===== config.mk =====
export PLATFORM = sky130hd
export DESIGN_NAME = tmr_tick_gen
export DESIGN_NICKNAME = d
export VERILOG_FILES = /design/src/rtl/tmr_tick_gen.sv
export SDC_FILE = /design/constraint.sdc
export NUM_CORES = 1
export LEC_CHECK = 0
export CORE_ASPECT_RATIO = 0.9
export CORE_MARGIN = 2
export CORE_UTILIZATION = 55
export DETAILED_ROUTE_END_ITERATION = 16
export DONT_BUFFER_PORTS = 1
export GPL_TIMING_DRIVEN = 0
export MAX_ROUTING_LAYER = met4
export PLACE_DENSITY = 0.78
export SETUP_SLACK_MARGIN = 0.4
export SLEW_MARGIN = 10
export SYNTH_ARGS = -nofsm -noshare
export SYNTH_HDL_FRONTEND = slang
export SYNTH_SLANG_ARGS = --single-unit

===== constraint.sdc =====
create_clock -name clk -period 1.7 [get_ports clk]
set_clock_uncertainty 0.2 [all_clocks]
set_input_delay 0.34 -clock clk [delete_from_list [all_inputs] [get_ports clk]]
set_output_delay 0.34 -clock clk [all_outputs]
set_load 0.005 [all_outputs]

===== src/rtl/tmr_tick_gen.sv =====
module tmr_tick_gen #(
  parameter int ADDR_W = 4,
  parameter int CFG_ADDR = 1,
  parameter logic [7:0] RST_CFG = 8'h8F,
  parameter int LONG_DIV = 4096
) (
  input  logic              clk,
  input  logic              rst_n,
  input  logic              tick_osc,
  input  logic              tick_ext,
  input  logic              tick_lp,
  input  logic [ADDR_W-1:0] bus_addr,
  input  logic              bus_wr,
  input  logic [7:0]        bus_wdata,
  output logic [7:0]        bus_rdata,
  output logic              cap_tick,
  output logic              itv_tick,
  output logic              long_tick
);
  localparam int LW = (LONG_DIV > 2) ? $clog2(LONG_DIV) : 1;
  localparam logic [ADDR_W-1:0] HIT = ADDR_W'(CFG_ADDR);

  logic [7:0]    cfg_q;
  logic [2:0]    cap_cnt;
  logic [1:0]    itv_cnt;
  logic [LW-1:0] long_cnt;

  function automatic logic pick(input logic [1:0] code, input logic o, input logic e,
                                input logic l, input logic alt);
    case (code)
      2'b00:   pick = o;
      2'b01:   pick = e;
      2'b10:   pick = l;
      default: pick = alt;
    endcase
  endfunction

  wire wr_hit  = bus_wr && (bus_addr == HIT);
  wire cap_chg = wr_hit && (bus_wdata[7:4] != cfg_q[7:4]);
  wire itv_chg = wr_hit && (bus_wdata[3:0] != cfg_q[3:0]);

  wire       cap_src  = pick(cfg_q[5:4], tick_osc, tick_ext, tick_lp, 1'b0);
  wire       itv_src  = pick(cfg_q[1:0], tick_osc, tick_ext, tick_lp, cap_tick);
  wire [2:0] cap_last = {cfg_q[7:6], 1'b1};
  wire [1:0] itv_last = cfg_q[3:2];

  assign bus_rdata = (bus_addr == HIT) ? cfg_q : 8'h00;

  always_ff @(posedge clk) begin
    if (!rst_n) cfg_q <= RST_CFG;
    else if (wr_hit) cfg_q <= bus_wdata;
  end

  always_ff @(posedge clk) begin
    if (!rst_n || cap_chg) begin
      cap_cnt  <= '0;
      cap_tick <= 1'b0;
    end else begin
      cap_tick <= cap_src && (cap_cnt == cap_last);
      if (cap_src) cap_cnt <= (cap_cnt == cap_last) ? 3'd0 : cap_cnt + 3'd1;
    end
  end

  always_ff @(posedge clk) begin
    if (!rst_n || itv_chg) begin
      itv_cnt  <= '0;
      itv_tick <= 1'b0;
    end else begin
      itv_tick <= itv_src && (itv_cnt == itv_last);
      if (itv_src) itv_cnt <= (itv_cnt == itv_last) ? 2'd0 : itv_cnt + 2'd1;
    end
  end

  always_ff @(posedge clk) begin
    if (!rst_n) begin
      long_cnt  <= '0;
      long_tick <= 1'b0;
    end else begin
      long_tick <= cap_tick && (long_cnt == LW'(LONG_DIV - 1));
      if (cap_tick) long_cnt <= (long_cnt == LW'(LONG_DIV - 1)) ? '0 : long_cnt + 1'b1;
    end
  end
endmodule



Yosys cells after proc, flatten, opt, wreduce, memory -nomap -nowiden
Index checks and enable logic that the tools add are counted.
{ "word_totals": {"register_bits": 28} }
{ "classes": {"addsub": 3, "eq_ne": 10, "muxes": 6, "n_reduce_logical": 11} }
{ "ops": {"columns": ["cell", "count"], "rows": [
  ["adder 12 x 1 -> 12 bit (second input constant)", 1],
  ["== test 12 bit (second input constant)", 1],
  ["two-way mux 12 bit", 1],
  ["two-way mux 8 bit", 1],
  ["!= test 4 bit", 2],
  ["logical AND 1 bit", 6],
  ["one-hot mux 1 bit (3 select lines)", 2],
  ["== test 2 x 1 -> 1 bit (second input constant)", 2],
  ["== test 2 bit (second input constant)", 2],
  ["== test 4 x 1 -> 1 bit (second input constant)", 1],
  ["logical NOT 2 bit", 2],
  ["adder 3 x 1 -> 3 bit (second input constant)", 1],
  ["== test 3 bit", 1],
  ["two-way mux 3 bit", 1],
  ["adder 2 x 1 -> 2 bit (second input constant)", 1],
  ["== test 2 bit", 1],
  ["logical OR 1 bit", 2],
  ["two-way mux 2 bit", 1],
  ["logical NOT 1 bit", 1]
]} }

Depth between registers and ports, before layout
{ "depth": {"depth_word": 4, "depth_mapped": 6, "mapped_depth_nobuf": 5} }

Worst setup path before layout
OpenSTA, ideal clock, no wires.
{ "synth_path": {"path_type": "reg2reg", "start": "reg long_cnt[0]", "end": "reg long_cnt[0]", "setup_time_ns": 0.122, "arrival_ns": 1.398, "required_ns": 1.378, "setup_slack_ns": -0.020, "path_stages_with_launch": 7, "period_less_slack_ns": 1.720, "path_cell_list": "dfxtp_1 -> ha_1 -> nand2_1 -> or3_1 -> buf_6 -> o21ai_4 -> nor2_1"} }
{ "synth_between": {"elab_chain_len": 2, "elab_cells_between_ends": 3, "cone_classes": "add/sub: 1; eq/ne: 1; mux: 1"} }
{ "synth_lines": {"columns": ["element", "line_no", "rtl"], "rows": [
  ["start: declaration", "26", "logic [LW-1:0] long_cnt;"],
  ["start signal: assignment", "80", "if (cap_tick) long_cnt <= (long_cnt == LW'(LONG_DIV - 1)) ? '0 : long_cnt + 1'b1;"],
  ["adder 12 x 1 -> 12 bit / == test 12 bit (equally long branches)", "80", null],
  ["two-way mux 12 bit (*)", "80", null]
]} }
Mark *: on every way between the ends. The rest lies on a longest branch, timed or not.
A chain may end at the register's enable or synchronous reset.

Worst setup path after layout
{ "layout_path": {"start": "reg long_cnt[0]", "end": "reg long_cnt[4]"} }
The elaborated chain is that of the path after synthesis.

==> impl_metrics.toml <==
[logic_synthesis]
ys_warn_count = 0
synth_cell_types = 38
syn_inst = 157
synthTopCellsByArea = "dfxtp_1 40%, xor2_1 8.2%, nand2_1 6.2%"
ys_ff_latch = 28
ys_seq_area_frac = 0.4014
synth_area_um2 = 1396
synth.top_cell.area_share = 0.4014
avgSynthCellArea_um2 = 8.894
synth_compound_area_frac = 0.1013
synthMuxAreaShare = 0.03763
synth_simple_gate_area_share = 0.2805
synth_area_leader_cell = "dfxtp_1"
synth-xor-area-share = 0.1380
synth_adder_area_share = 0.01792
syn_nets = 177
synth_top_family_by_area = "simple AND/OR/NAND/NOR gates"

[power_and_ir_drop]
power.density_nw_per_um2 = 582.6
irDropWorstVdd_mv = 0.5778
comb_power_share = 0.107
power_mw = 1.112
p_leak_nw = 0.7186
intPower_mw = 0.8460
switching_power_mw = 0.2656
swShare = 0.2390
power_frac_clock = 0.294
seqPwrFrac = 0.600

[timing]
rsz0062_at_grt = "true"
worst_hold_slack_ps = 112.8
setup_viol = 0
tightest_slew_ps = 477.6
finalCriticalPeriod_ps = 1606
finalMaxSlewViolations = 0
clock.fmax_mhz = 622.8
relSlewSlack = 0.6816
hold_viol = 0
layout_worst_path_cycle_share = 0.9446

[layout]
area_growth_pct = 36.65
drive_above_1_share = 0.3957
diodes = 0
fin_nets = 208
final_util = 0.7869

[global_route]
grt_pass1_wl_um = 5727
grt_start_max_net_pins = 16
grt_pass1_vias = 1258
gr-total-overflow = 0
grt_usage = 0.2619
antenna_found_initial = 0

[clock_network]
numCtsBuffers = 3
cts_tree = "yes"
cts-root-buf = "clkbuf_4"
clockBufferDepth = 2
cts_sinks = 28
cts_max_level = 1
path_clk_slew_ps = 150
clock_latency_ps = 330

[floorplan]
core_um2 = 2425
placementRows = 17
start_util = 0.5759
ios = 29
die_y_um = 51.80
die_x_um = 57.11
die_area_um2 = 2958

[worst_setup_path]
path_max_fanout = 6
startpoint_type = "register"
worst_ep_required_time_ps = 1740
worstPathBufferInverterCount = 1
max_stage_delay_ps = 390
critical-path-top-delay-family = "simple AND/OR/NAND/NOR gates"
critPathArrivalTime_ps = 1640
end_kind = "register"
crit_type = "reg -> reg"
crit_chain = "ha_4, nand2_4, or3_1, buf_6, o21ai_4, nor2_1"
crit_path_top_delay_cell = "dfxtp_4"
rr_worst_depth = 6
crit_cells = 6

[drt]
num_vias = 1223
vias_per_cell = 5.688
ant_nets = 0
drc_errors = 0
initialDrtViolationCount = 35
firstDrtPassIters = 4
wl_per_cell_um = 15.68
wl_met3_um = 150
wl_met1_um = 1359
highest_layer = "met4"
finalWirelength_um = 3372
wl_met2_um = 1787

[worst_hold_path]
hold_path_depth = 3
hold_class = "in -> reg"

[place]
dp_hpwl_um = 2058
place_congestion = 0.8693
io_buffers = 0

[job]
cap_violations = 0

[status]
status = "finished clean"
cells in the mapped netlist, drive strengths merged:
cell type / instances
nand4: 5
o21ai: 7
nand4bb: 1
nor4b: 1
nor3: 2
a21boi: 4
nor2: 14
nand2: 23
nand4b: 1
and2: 10
ha: 2
nor4: 2
mux2i: 3
buf: 3
clkbuf: 1
o31ai: 1
o211ai: 2
or3: 2
nand2b: 1
a31oi: 1
nand3: 8
dfxtp: 28
nand3b: 1
o2111ai: 1
inv: 2
mux4: 1
and3: 2
o21a: 1
xnor2: 9
xor2: 13
nor2b: 1
a21oi: 4
per-layer routing:
metal / track usage / vias to the layer above
li1: - / 604
met1: 0.3014 / 576
met2: 0.4464 / 35
met3: 0.06468 / 8
met4: 0.09690 / 0
met5: - / -
worst paths after layout:
path | end | startpoint | slack [ps]
setup / recovery | long_cnt[4] | long_cnt[0] | 90
setup reg to reg | long_cnt[4] | long_cnt[0] | 90
hold reg to reg | long_tick | long_cnt[11] | 300
hold / removal | cfg_q[5] | bus_wr | 110
cell type report:
type	instances	area, um^2
Fill cell	149	516.7
Inverter	2	7.507
Clock buffer	4	36.28
Multi-Input combinational cell	124	974.7
Tap cell	28	35.03
Sequential cell	28	603.1
Timing Repair Buffer	25	214.0
Buffer	4	37.54
sequential cells by signal, summed over array words and instances (netlist names):
register   count
itv_cnt        2
itv_tick       1
cap_cnt        3
cap_tick       1
long_tick      1
long_cnt      12
cfg_q          8
per-stage QoR:
stage / setup WS (ps) / area (um^2) / setup TNS (ps) / instances
after CTS: 97.71 / 1815 / 0 / 212
after floorplan: 150.1 / 1458 / 0 / 157
after detailed placement: -2.740 / 1493 / -3.020 / 185
after global placement: 19.37 / 1493 / 0 / 185
after global routing: 55.42 / 1908 / 0 / 215
final: 94.22 / 1908 / 0 / 215
worst reg2reg max path, delay by kind of cell, from the launching register on:
| kind | cells | cell delay [ps] |
|---|---|---|
| compound gates | 1 | 210 |
| fa+ha+maj | 1 | 140 |
| buf+inv | 1 | 150 |
| flops | 1 | 390 |
| simple gates | 3 | 420 |
layout by cell type (no fill, tap or decap), types with 3 or more instances in the layout:
master         count
nand2_1           20
buf_4             14
and2_4             9
dfxtp_4            9
nor2_1            13
o21ai_2            4
o21ai_4            3
xnor2_1            9
dfxtp_1           12
nand3_1            7
dfxtp_2            7
dlygate4sd3_1      8
nand4_1            4
buf_6              4
clkbuf_4           3
xor2_1            12
repair_timing:
action | CTS | global route
endpoints found under the setup margin | 28 | 30
resized for setup | 33 | 17
gates cloned | 1 | 1
hold buffers | 9 | 0
hold endpoints to repair | 25 | 0
buffers inserted | 13 | 2
pin swaps | 15 | 8
kinds of logic (layout without fill, tap and decap cells):
group / after synthesis / in the layout
xor gates and xnor gates: 22 / 22
AOI/OAI and AO/OA: 21 / 22
adders and majority gates: 2 / 2
DFF: 28 / 28
muxes: 4 / 4
buffers and inverters: 6 / 35
and+or+nand+nor: 74 / 74
power groups by stage:
stage | Combinational [mW] | Sequential [mW] | Clock, mW
after floorplan | 0.0585 | 0.685 | 0
after global placement | 0.0669 | 0.687 | 0
after detailed placement | 0.0709 | 0.688 | 0
after CTS | 0.104 | 0.666 | 0.335
after global routing | 0.127 | 0.668 | 0.367
final | 0.118 | 0.666 | 0.327
No activity file was read; power rests on OpenSTA's default activity.
